File: config.mk
export PLATFORM = sky130hd
export DESIGN_NAME = spi_master_ctrl
export DESIGN_NICKNAME = d
export VERILOG_FILES = /design/src/rtl/spi_master_pkg.sv /design/src/rtl/spi_clk_div.sv /design/src/rtl/spi_shift_unit.sv /design/src/rtl/spi_seq_fsm.sv /design/src/rtl/spi_master_ctrl.sv
export SDC_FILE = /design/constraint.sdc
export NUM_CORES = 1
export LEC_CHECK = 0
export ABC_AREA = 1
export BUFFER_PORTS_ARGS = -buffer_cell sky130_fd_sc_hd__buf_4
export CAP_MARGIN = 10
export CORE_ASPECT_RATIO = 1.2
export CORE_UTILIZATION = 35
export CTS_BUF_LIST = sky130_fd_sc_hd__clkbuf_4
export CTS_CLUSTER_DIAMETER = 150
export CTS_CLUSTER_SIZE = 16
export DETAILED_ROUTE_END_ITERATION = 6
export HOLD_SLACK_MARGIN = 0.08
export PLACE_DENSITY_LB_ADDON = 0.12
export SLEW_MARGIN = 10
export SYNTH_ARGS = -nofsm -noshare
export SYNTH_HDL_FRONTEND = slang
export SYNTH_SLANG_ARGS = --single-unit
File: constraint.sdc
create_clock -name clk_i -period 3.54 [get_ports clk_i]
set_clock_uncertainty 0.2 [all_clocks]
set_input_delay 0.885 -clock clk_i [delete_from_list [all_inputs] [get_ports clk_i]]
set_output_delay 0.885 -clock clk_i [all_outputs]
set_load 0.1 [all_outputs]
File: src/rtl/spi_master_pkg.sv
package spi_master_pkg;
  typedef enum logic [1:0] {
    ST_IDLE,
    ST_LEAD,
    ST_SHIFT,
    ST_TRAIL
  } seq_state_e;

  // capture edge when leading xor phase
  function automatic logic is_capture_edge(input logic leading, input logic cpha);
    return leading ^ cpha;
  endfunction
endpackage

File: src/rtl/spi_clk_div.sv
module spi_clk_div #(
  parameter int DIV_W = 8
) (
  input  logic             clk_i,
  input  logic             rst_ni,
  input  logic             run_i,
  input  logic [DIV_W-1:0] half_m1_i,
  output logic             tick_o
);
  logic [DIV_W-1:0] cnt_q;

  assign tick_o = run_i && (cnt_q == half_m1_i);

  always_ff @(posedge clk_i or negedge rst_ni) begin
    if (!rst_ni)                cnt_q <= '0;
    else if (!run_i || tick_o)  cnt_q <= '0;
    else                        cnt_q <= cnt_q + DIV_W'(1);
  end
endmodule

File: src/rtl/spi_shift_unit.sv
module spi_shift_unit #(
  parameter int MAX_LEN = 32,
  parameter int LEN_W   = 5
) (
  input  logic               clk_i,
  input  logic               rst_ni,
  input  logic               load_i,
  input  logic [MAX_LEN-1:0] tx_i,
  input  logic [LEN_W-1:0]   len_m1_i,
  input  logic               shift_i,
  input  logic               sample_i,
  input  logic               miso_i,
  output logic               mosi_o,
  output logic [MAX_LEN-1:0] rx_o
);
  logic [MAX_LEN-1:0] tx_sr_q;
  logic [MAX_LEN-1:0] rx_sr_q;
  logic [LEN_W-1:0]   pad;

  // left-align so the first bit sits at the top
  assign pad    = LEN_W'(MAX_LEN - 1) - len_m1_i;
  assign mosi_o = tx_sr_q[MAX_LEN-1];
  assign rx_o   = rx_sr_q;

  always_ff @(posedge clk_i or negedge rst_ni) begin
    if (!rst_ni)      tx_sr_q <= '0;
    else if (load_i)  tx_sr_q <= tx_i << pad;
    else if (shift_i) tx_sr_q <= {tx_sr_q[MAX_LEN-2:0], 1'b0};
  end

  always_ff @(posedge clk_i or negedge rst_ni) begin
    if (!rst_ni)       rx_sr_q <= '0;
    else if (load_i)   rx_sr_q <= '0;
    else if (sample_i) rx_sr_q <= {rx_sr_q[MAX_LEN-2:0], miso_i};
  end
endmodule

File: src/rtl/spi_seq_fsm.sv
module spi_seq_fsm
  import spi_master_pkg::*;
#(
  parameter int LEN_W = 5,
  parameter int DLY_W = 2,
  localparam int EDGE_W = LEN_W + 1,
  localparam int LEAD_W = DLY_W + 1
) (
  input  logic             clk_i,
  input  logic             rst_ni,
  input  logic             start_i,
  input  logic             tick_i,
  input  logic             cpol_live_i,
  input  logic             cs_pol_live_i,
  input  logic [DLY_W-1:0] dly_live_i,
  input  logic             cpha_q_i,
  input  logic             cs_pol_q_i,
  input  logic [LEN_W-1:0] len_m1_q_i,
  output logic             busy_o,
  output logic             load_o,
  output logic             shift_o,
  output logic             sample_o,
  output logic             finish_o,
  output logic             done_o,
  output logic             sclk_o,
  output logic             cs_o
);
  seq_state_e        state_q;
  logic [LEAD_W-1:0] lead_q;
  logic [EDGE_W-1:0] edge_q;
  logic              sclk_q, cs_q, done_q;
  logic              edge_go, last_edge, leading, capture;

  assign busy_o    = (state_q != ST_IDLE);
  assign load_o    = start_i && (state_q == ST_IDLE);
  assign edge_go   = tick_i && (((state_q == ST_LEAD) && (lead_q == '0)) || (state_q == ST_SHIFT));
  assign last_edge = (edge_q == {len_m1_q_i, 1'b1});
  assign leading   = ~edge_q[0];
  assign capture   = is_capture_edge(leading, cpha_q_i);
  assign sample_o  = edge_go && capture;
  // first data bit is preloaded, so the phase-1 leading edge 0 does not shift
  assign shift_o   = edge_go && !capture && (edge_q != '0);
  assign finish_o  = tick_i && (state_q == ST_TRAIL);
  assign done_o    = done_q;
  assign sclk_o    = sclk_q;
  assign cs_o      = cs_q;

  always_ff @(posedge clk_i or negedge rst_ni) begin
    if (!rst_ni) begin
      state_q <= ST_IDLE;
      lead_q  <= '0;
      edge_q  <= '0;
    end else begin
      unique case (state_q)
        ST_IDLE: if (start_i) begin
          state_q <= ST_LEAD;
          lead_q  <= {dly_live_i, 1'b0};
          edge_q  <= '0;
        end
        ST_LEAD: if (tick_i) begin
          if (lead_q == '0) begin
            state_q <= ST_SHIFT;
            edge_q  <= edge_q + EDGE_W'(1);
          end else begin
            lead_q <= lead_q - LEAD_W'(1);
          end
        end
        ST_SHIFT: if (tick_i) begin
          if (last_edge) state_q <= ST_TRAIL;
          else           edge_q  <= edge_q + EDGE_W'(1);
        end
        ST_TRAIL: if (tick_i) state_q <= ST_IDLE;
        default: state_q <= ST_IDLE;
      endcase
    end
  end

  always_ff @(posedge clk_i or negedge rst_ni) begin
    if (!rst_ni)                 sclk_q <= 1'b0;
    else if (state_q == ST_IDLE) sclk_q <= cpol_live_i;
    else if (edge_go)            sclk_q <= ~sclk_q;
  end

  always_ff @(posedge clk_i or negedge rst_ni) begin
    if (!rst_ni)                 cs_q <= 1'b1;
    else if (state_q == ST_IDLE) cs_q <= start_i ? cs_pol_live_i : ~cs_pol_live_i;
    else if (finish_o)           cs_q <= ~cs_pol_q_i;
  end

  always_ff @(posedge clk_i or negedge rst_ni) begin
    if (!rst_ni) done_q <= 1'b0;
    else         done_q <= finish_o;
  end
endmodule

File: src/rtl/spi_master_ctrl.sv
module spi_master_ctrl #(
  parameter int MAX_LEN = 32,
  parameter int DIV_W   = 8,
  parameter int DLY_W   = 2,
  localparam int LEN_W  = $clog2(MAX_LEN)
) (
  input  logic               clk_i,
  input  logic               rst_ni,
  input  logic               start_i,
  input  logic               cpol_i,
  input  logic               cpha_i,
  input  logic               cs_pol_i,
  input  logic [DIV_W-1:0]   div_i,
  input  logic [LEN_W-1:0]   len_m1_i,
  input  logic [DLY_W-1:0]   dly_i,
  input  logic [MAX_LEN-1:0] tx_data_i,
  input  logic               miso_i,
  output logic               busy_o,
  output logic               done_o,
  output logic [MAX_LEN-1:0] rx_data_o,
  output logic               sclk_o,
  output logic               cs_o,
  output logic               mosi_o
);
  logic               cfg_cpha_q;
  logic               cfg_cs_pol_q;
  logic [LEN_W-1:0]   cfg_len_m1_q;
  logic [DIV_W-1:0]   cfg_half_m1_q;
  logic [MAX_LEN-1:0] rx_q;
  logic [MAX_LEN-1:0] rx_sr;
  logic               load, tick, shift, sample, finish;

  // clamp keeps the serial period at 4 system clocks or more
  always_ff @(posedge clk_i or negedge rst_ni) begin
    if (!rst_ni) begin
      cfg_cpha_q    <= 1'b0;
      cfg_cs_pol_q  <= 1'b0;
      cfg_len_m1_q  <= '0;
      cfg_half_m1_q <= DIV_W'(1);
    end else if (load) begin
      cfg_cpha_q    <= cpha_i;
      cfg_cs_pol_q  <= cs_pol_i;
      cfg_len_m1_q  <= len_m1_i;
      cfg_half_m1_q <= (div_i == '0) ? DIV_W'(1) : div_i;
    end
  end

  always_ff @(posedge clk_i or negedge rst_ni) begin
    if (!rst_ni)     rx_q <= '0;
    else if (finish) rx_q <= rx_sr;
  end

  assign rx_data_o = rx_q;

  spi_clk_div #(.DIV_W(DIV_W)) u_div (
    .clk_i     (clk_i),
    .rst_ni    (rst_ni),
    .run_i     (busy_o),
    .half_m1_i (cfg_half_m1_q),
    .tick_o    (tick)
  );

  spi_seq_fsm #(.LEN_W(LEN_W), .DLY_W(DLY_W)) u_seq (
    .clk_i         (clk_i),
    .rst_ni        (rst_ni),
    .start_i       (start_i),
    .tick_i        (tick),
    .cpol_live_i   (cpol_i),
    .cs_pol_live_i (cs_pol_i),
    .dly_live_i    (dly_i),
    .cpha_q_i      (cfg_cpha_q),
    .cs_pol_q_i    (cfg_cs_pol_q),
    .len_m1_q_i    (cfg_len_m1_q),
    .busy_o        (busy_o),
    .load_o        (load),
    .shift_o       (shift),
    .sample_o      (sample),
    .finish_o      (finish),
    .done_o        (done_o),
    .sclk_o        (sclk_o),
    .cs_o          (cs_o)
  );

  spi_shift_unit #(.MAX_LEN(MAX_LEN), .LEN_W(LEN_W)) u_shift (
    .clk_i    (clk_i),
    .rst_ni   (rst_ni),
    .load_i   (load),
    .tx_i     (tx_data_i),
    .len_m1_i (len_m1_i),
    .shift_i  (shift),
    .sample_i (sample),
    .miso_i   (miso_i),
    .mosi_o   (mosi_o),
    .rx_o     (rx_sr)
  );
endmodule

# After elaboration in Yosys (flattened, before gate mapping)
# Index checks and enable logic that the tools add are counted.
# word_totals
ff_bits	133
input_bits	54
output_inout_bits	37
elab_cells	91
# op_classes
n_addsub	4
eq_ne	13
shift	1
mux	28
bitwise	5
n_reduce_logical	26
# ops
op	n
2-to-1 mux 32 bit	4
<< shifter 32 x 5 -> 32 bit	1
2-to-1 mux 6 bit	5
one-hot mux 6 bit (3 select lines)	1
2-to-1 mux 8 bit	2
inequality test 2 bit, second input constant	7
2-to-1 mux 2 bit	6
AND reduction 6 bit	2
nonzero test 2 bit	6
2-to-1 mux 3 bit	3
adder 8 x 1 -> 8 bit, second input constant	1
equality test 8 bit	1
logical AND 1 bit	8
zero test 8 bit	1
one-hot mux 2 bit (4 select lines)	1
adder 6 x 1 -> 6 bit, second input constant	1
equality test 6 bit	1
one-hot mux 3 bit (2 select lines)	1
nonzero test 6 bit	1
2-to-1 mux 1 bit	5
subtractor 5 bit, first input constant	1
equality test 2 bit, second input constant	2
inverter 1 bit	4
AND reduction 4 bit	1
9 further kinds	11

# Logic depth before layout (Yosys ltp)
# Gate-level depths: netlist of the first run.
# logic_depth
word_depth	8
ltp_mapped	13

# Hierarchy
# Synthesis of the first run repeated with hierarchy kept, for this count alone.
# unflattened
cells_unflattened	970
area_unflattened_um2	7792.5
# modules_own_cells
module	n_inst	cells_each	area_each_um2	seq_area_each_um2
spi_shift_unit	1	628	4205.3	1601.5
spi_master_ctrl	1	112	1966.9	1177.4
spi_seq_fsm	1	159	1106.1	351.6
spi_clk_div	1	71	514.2	200.2

# Least setup slack after synthesis of the first run
# OpenSTA, ideal clock, no wires.
# synth_path
kind	reg-to-reg
startpoint	reg u_seq.state_q[0]
endpoint	reg rx_q[21], in the netlist rx_data_o[21]
setup_ns	0.125
arrival_time_ns	2.254
t_required_ns	3.215
setup_slack_ns	0.961
path_stages_with_launch	12
path_buffers	3
cell_sequence	dfrtp_1 inv_1 ha_1 buf_2 inv_1 nand3_4 inv_2 nand2_1 buf_6 buf_6 nand2_1 o21ai_1
# synth_between
elab_chain_cells	3
# synth_lines
element	line_no	source
start, declared	spi_seq_fsm.sv:28	seq_state_e state_q;
start signal, assigned	spi_seq_fsm.sv:50	state_q <= ST_IDLE;
start signal, assigned	spi_seq_fsm.sv:56	state_q <= ST_LEAD;
start signal, assigned	spi_seq_fsm.sv:62	state_q <= ST_SHIFT;
nonzero test 2 bit	spi_seq_fsm.sv:34	assign busy_o = (state_q != ST_IDLE);
net busy_o	spi_master_ctrl.sv:18	output logic busy_o,
logical AND 1 bit	spi_clk_div.sv:12	assign tick_o = run_i && (cnt_q == half_m1_i);
logical AND 1 bit	spi_seq_fsm.sv:43	assign finish_o = tick_i && (state_q == ST_TRAIL);
end signal, assigned	spi_master_ctrl.sv:50	else if (finish) rx_q <= rx_sr;
end, declared	spi_master_ctrl.sv:29	logic [MAX_LEN-1:0] rx_q;
# The timed path passes the listed nets, and every way through them passes these cells.
# A chain may end at the register's enable or synchronous reset.

# Worst setup path in the final report of the first run
# layout_path
startpoint	reg u_seq.state_q[0]
endpoint	out busy_o
# layout_between
elab_chain_cells	1
# layout_lines
element	line_no
nonzero test 2 bit	spi_seq_fsm.sv:34
end, declared	spi_master_ctrl.sv:18
# No other way between the ends.

==> flow_metrics.env, run 1 <==
export IMPL_ir_drop_mv=0.212
export IMPL_synth_warnings=0
export IMPL_synthTopCellsByArea="dfrtp_1 (41%), nand2_1 (21%), nand3_1 (14%)"
export IMPL_timing_final_hold_violations=0
export IMPL_viasPerCell=4.90
export IMPL_drtIter0Drc=593
export IMPL_final_layout_size_suffix_gt1_share_pct=13.9
export IMPL_clk_path_buf_depth=2
export IMPL_die_w_um=140
export IMPL_post_dp_hpwl_mm=14.6
export IMPL_wl_per_cell_um=13.7
export IMPL_reg2reg_from="u_seq.state_q[0]"
export IMPL_p_leak_nw=4.84
export IMPL_ys_seq_area_share_pct=41.8
export IMPL_cts_repair_resized=0
export IMPL_criticalPathCategory="reg -> out"
export IMPL_synth_seq_cells=133
export IMPL_synthTopCellsByCount="nand2_1 (437), nand3_1 (217), dfrtp_1 (131)"
export IMPL_cts_max_level=4
export IMPL_ys_types=38
export IMPL_die_height_um=167
export IMPL_synth_edf_count=0
export IMPL_fin_crit_sh_pct=89.1
export IMPL_portBuffers=90
export IMPL_grt_setup_unrepaired="no"
export IMPL_drt_first_pass_iters=5
export IMPL_fin_ws_ns=0.387
export IMPL_clk_pin_slew_worst_paths_ns=0.13
export IMPL_grt_pass1_wl_mm=34.6
export IMPL_dieArea_sq_um=23400
export IMPL_synth_fp_nets=1221
export IMPL_worst_slew_pin_slew_ns=0.966
export IMPL_hold_path_depth=2
export IMPL_r2r_cells=8
export IMPL_cp_start_kind="register"
export IMPL_synth_top_area_share_pct=41.1
export IMPL_place_congestion=0.918
export IMPL_drc_errors=0
export IMPL_ys_flop_type="dfrtp_1"
export IMPL_cap_violations=0
export IMPL_cts_buffers=17
export IMPL_postLayoutCellArea_sq_um=9130
export IMPL_grt_start_max_net_pins=64
export IMPL_holdPathEnd="cfg_cs_pol_q"
export IMPL_pre_cts_ws_ns=0.602
export IMPL_synth_avg_cell_area_sq_um=6.89
export IMPL_insertion_delay_ns=0.56
export IMPL_netlist_area_sq_um=7980
export IMPL_max_slew_margin_pct=35.5
export IMPL_floorplan_core_area_sq_um=22400
export IMPL_synth_most_common_cell="nand2_1"
export IMPL_critPathArrivalTime_ns=2.07
export IMPL_dpl_cell_area_sq_um=8830
export IMPL_max_freq_mhz=317
export IMPL_cts_root_buf="clkbuf_4"
export IMPL_antenna_found_initial=1
export IMPL_critPathMaxFanout=8
export IMPL_cts_tree="yes"
export IMPL_yosys_area_top_type="dfrtp_1"
export IMPL_routed_wl_mm=20.7
export IMPL_nNetsFinal=1281
export IMPL_end_kind="output port"
export IMPL_async_flop_share_pct=100
export IMPL_final_min_clock_period_ns=3.15
export IMPL_grt_usage_pct=18.4
export IMPL_p_per_area_nw_per_um2=670
export IMPL_area_growth_pct=14.5
export IMPL_initial_utilization_pct=35.7
export IMPL_grt_pass1_vias=6812
export IMPL_setup_violations=0
export IMPL_r2r_slack_ns=0.87
export IMPL_setup_tns_ns=0
export IMPL_grt_overflow=0
export IMPL_hold_class="reg -> reg"
export IMPL_fp_row_count=60
export IMPL_hp_start="cfg_cs_pol_q"
export IMPL_ant_nets=0
export IMPL_drv_slew=0
export IMPL_vias=7401
export IMPL_ios=91
export IMPL_worstPathRequired_ns=2.45
export IMPL_outcome="complete, no violations"
export IMPL_synthCells=1157
export IMPL_regToRegEndpoint="u_shift.tx_sr_q[18]"
export IMPL_clock_sinks=133
## sequential cells by signal, summed over array words and instances (netlist names), 2 cells and up
name,flops
u_shift.rx_o,32
u_seq.state_q,2
cfg_len_m1_q,5
u_div.cnt_q,8
u_seq.lead_q,3
rx_data_o,32
cfg_half_m1_q,8
u_shift.tx_sr_q,32
u_seq.edge_q,6
## metrics by stage
step | cells | total power, mW | hold WS, ns | utilization, %
3_5_place_dp | 1476 | 5.13 | 0.265 | 39.5
2_1_floorplan | 1157 | 4.48 | 0.243 | -
3_3_place_gp | 1476 | 5.11 | 0.262 | 39.5
4_1_cts | 1509 | 6.21 | 0.286 | 40.8
6_report | 1510 | 6.12 | 0.292 | 40.8
5_1_grt | 1510 | 6.67 | 0.297 | 40.8
## worst max path at each step
stage	startpoint	end	slack [ns]	cells after the start
2_1_floorplan	u_seq.state_q[0]	rx_data_o[21]	0.96	11
3_3_place_gp	len_m1_i[2]	u_shift.tx_sr_q[28]	0.59	8
3_5_place_dp	len_m1_i[2]	u_shift.tx_sr_q[28]	0.60	8
4_1_cts	u_seq.state_q[0]	busy_o	0.31	4
5_1_grt	u_seq.state_q[0]	busy_o	0.23	4
6_report	u_seq.state_q[0]	busy_o	0.39	4
## where the power goes
part | internal [mW] | total [mW] | leakage [nW] | switching [mW]
combinational | 0.859 | 2.79 | 2.90 | 1.93
clock | 0.385 | 1.05 | 0.159 | 0.665
sequential | 2.01 | 2.29 | 1.78 | 0.271
## per-layer routing
layer | wire length (um) | global-route usage (%)
met2 | 9870 | 30.1
met3 | 744 | 2.60
met1 | 9870 | 25.2
met5 | 0 | 0
met4 | 232 | 5.64
## repair_timing
action,4_1_cts,5_1_grt
hold buffers,1,0
hold endpoints to repair,47,0
setup buffers,0,0
## critical path, cell delays in order (launching register included)
cell and delay (ns):
dfrtp_1 0.43, inv_1 0.10, ha_1 0.31, inv_1 0.32
buf_4 0.36
## cells in the final DEF, fill, tap and decap left out, types with 2 or more instances in the layout
master    count
nand2_1     436
buf_4       102
o22ai_1       3
dfrtp_1     131
inv_1        90
nor2_1       74
buf_12        3
o21ai_1      18
inv_6         4
a21oi_1      16
nand2_2       3
ha_1         10
dfstp_2       2
nor2_2        2
nand3_1     217
o21ai_0      26
inv_8         6
or2_2         4
clkinv_1      2
nor3_1        6
nand2_4       2
xnor2_1       5
clkinv_4      2
xor2_1       10
inv_2         3
clkbuf_4     17
o21ai_2      13
nand4_1       6
## final cells by class
cell class | count | area, sq um
multi-input cells | 863 | 3960
inverters | 95 | 357
repair buffers | 107 | 847
clock inverters | 15 | 163
diodes | 1 | 2.50
clock buffers | 17 | 128
fillers | 2428 | 13200
flip-flops and latches | 133 | 3330
well taps | 279 | 349
## cells by family after synthesis
family                     count (synthesis)  share of synthesized area, %
xor gates and xnor gates                  15                          1.65
AOI/OAI and AO/OA                         83                          6.34
buffers and inverters                    161                          8.69
and+or+nand+nor                          755                          40.0
adders and majority gates                 10                          1.57
DFF                                      133                          41.8
Note: power is estimated with default switching activity, not from simulation.
==> inputs of run 2 (changes only) <==
CELL_PAD_IN_SITES_DETAIL_PLACEMENT = 1   (was not set)
CELL_PAD_IN_SITES_GLOBAL_PLACEMENT = 2   (was not set)
GPL_TIMING_DRIVEN = 0   (was not set)
==> flow_metrics.env, run 2 (synthesis results as in run 1) <==
export IMPL_outcome="complete, no violations"
export IMPL_ir_drop_mv=0.198
export IMPL_routed_wl_mm=24.5
export IMPL_worst_slew_pin_slew_ns=0.636
export IMPL_p_per_area_nw_per_um2=682
export IMPL_portBuffers=86
export IMPL_timing_final_hold_violations=0
export IMPL_area_growth_pct=17.1
export IMPL_p_leak_nw=4.93
export IMPL_cts_buffers=17
export IMPL_grt_start_max_net_pins=106
export IMPL_hold_class="reg -> reg"
export IMPL_grt_pass1_wl_mm=41.0
export IMPL_ant_nets=0
export IMPL_whs_ns=0.286
export IMPL_layout_common_cells="nand2_1 (437), nand3_1 (217), dfrtp_1 (131), inv_1 (90), buf_4 (85)"
export IMPL_cp_start_kind="register"
export IMPL_grt_setup_unrepaired="no"
export IMPL_final_layout_size_suffix_gt1_share_pct=14.1
export IMPL_startpoint="u_seq.state_q[1]"
export IMPL_cts_tree="yes"
export IMPL_drv_slew=0
export IMPL_floorplan_core_area_sq_um=22400
export IMPL_grt_usage_pct=22.2
export IMPL_wl_per_cell_um=15.8
export IMPL_clock_sinks=133
export IMPL_fp_row_count=60
export IMPL_final_min_clock_period_ns=3.16
export IMPL_reg2reg_from="u_seq.state_q[1]"
export IMPL_end_kind="output port"
export IMPL_critPathArrivalTime_ns=2.08
export IMPL_drc_errors=0
export IMPL_vias=7727
export IMPL_cts_repair_resized=0
export IMPL_post_dp_hpwl_mm=19.0
export IMPL_nNetsFinal=1328
export IMPL_dpl_cell_area_sq_um=9010
export IMPL_cts_root_buf="clkbuf_4"
export IMPL_antenna_found_initial=1
export IMPL_setup_violations=0
export IMPL_crit_end="busy_o"
export IMPL_clk_pin_slew_worst_paths_ns=0.11
export IMPL_critPathMaxFanout=8
export IMPL_criticalPathCategory="reg -> out"
export IMPL_grt_pass1_vias=7886
export IMPL_fill_cells=2913
export IMPL_ios=91
export IMPL_cts_max_level=4
export IMPL_cap_violations=0
export IMPL_setup_tns_ns=0
export IMPL_max_slew_margin_pct=57.6
export IMPL_drt_first_pass_iters=4
export IMPL_viasPerCell=4.96
export IMPL_place_congestion=0.861
export IMPL_r2r_slack_ns=0.87
export IMPL_hp_start="cfg_cs_pol_q"
export IMPL_final_common_cell="nand2_1"
export IMPL_regToRegEndpoint="cfg_len_m1_q[0]"
export IMPL_clk_path_buf_depth=2
export IMPL_initial_utilization_pct=35.7
export IMPL_drtIter0Drc=378
export IMPL_r2r_cells=7
export IMPL_die_height_um=167
export IMPL_grt_overflow=0
export IMPL_dieArea_sq_um=23400
export IMPL_worstPathRequired_ns=2.45
export IMPL_max_freq_mhz=316
export IMPL_insertion_delay_ns=0.56
export IMPL_fin_crit_sh_pct=89.4
export IMPL_die_w_um=140
export IMPL_postLayoutCellArea_sq_um=9340
run 2: cell count changes in the layout (fill, tap and decap cells not counted), moves of 2 or more:
| cell | before | now |
|---|---|---|
| bufinv_16 | 1 | 4 |
| buf_12 | 3 | 0 |
| inv_6 | 4 | 1 |
| buf_2 | 0 | 23 |
| clkinvlp_4 | 1 | 3 |
| inv_8 | 6 | 0 |
| buf_1 | 0 | 8 |
| buf_6 | 1 | 8 |
| buf_4 | 102 | 85 |
| clkbuf_1 | 0 | 27 |
| clkinv_2 | 1 | 4 |
run 2: worst min-delay path by stage:
stage | end | slack (ns) | cells after the start
6_report | cfg_cs_pol_q | 0.29 | 2
5_1_grt | cfg_half_m1_q[7] | 0.30 | 3
4_1_cts | cfg_half_m1_q[7] | 0.28 | 3
3_5_place_dp | cfg_cs_pol_q | 0.26 | 2
3_3_place_gp | u_seq.lead_q[0] | 0.27 | 2
2_1_floorplan | rx_data_o[31] | 0.24 | 2
run 2: repair_timing:
| action | 4_1_cts | 5_1_grt |
|---|---|---|
| endpoints found under the hold margin | 27 | 0 |
| hold buffers | 1 | 0 |
| endpoints found under the setup margin | 0 | 0 |
| buffers inserted | 0 | 0 |
run 2: per-stage QoR:
stage                     utilization, %  instances  total power, mW  setup slack, ns
after floorplan                        -       1157             4.48            0.961
after global placement              40.1       1522             5.20            0.683
after detailed placement            40.3       1523             5.28            0.680
after CTS                           41.7       1556             6.47            0.312
after global routing                41.7       1557             6.92            0.237
final                               41.7       1557             6.37            0.377
run 2: layer usage:
layer	up-vias	global-route usage [%]	wire length, um
met1	3671	27.1	10900
met4	0	7.55	495
met3	33	3.20	612
met5	-	0	0
met2	126	39.6	12500
li1	3897	-	-
run 2: layout make-up:
class                      instances  area [sq um]  share of cell area (%)
multi-input combinational        863          3950                    42.3
tap                              279           349                    3.74
inverter                          95           357                    3.82
clock inverter                    14           184                    1.97
sequential                       133          3330                    35.7
clock buffer                      18           135                    1.45
timing repair buffer              88           691                    7.40
buffer                            66           337                    3.60
antenna                            1          2.50                  0.0268
run 2: critical path: stages, from the launching register on:
cell	delay (ns)
dfrtp_1	0.43
inv_1	0.10
ha_1	0.18
buf_2	0.17
inv_1	0.28
buf_4	0.36
run 2: where the power goes:
part / switching, mW / leakage, nW / internal (mW)
combinational: 2.04 / 2.98 / 0.891
clock: 0.598 / 0.166 / 0.563
sequential: 0.260 / 1.78 / 2.02
total: 2.90 / 4.93 / 3.47
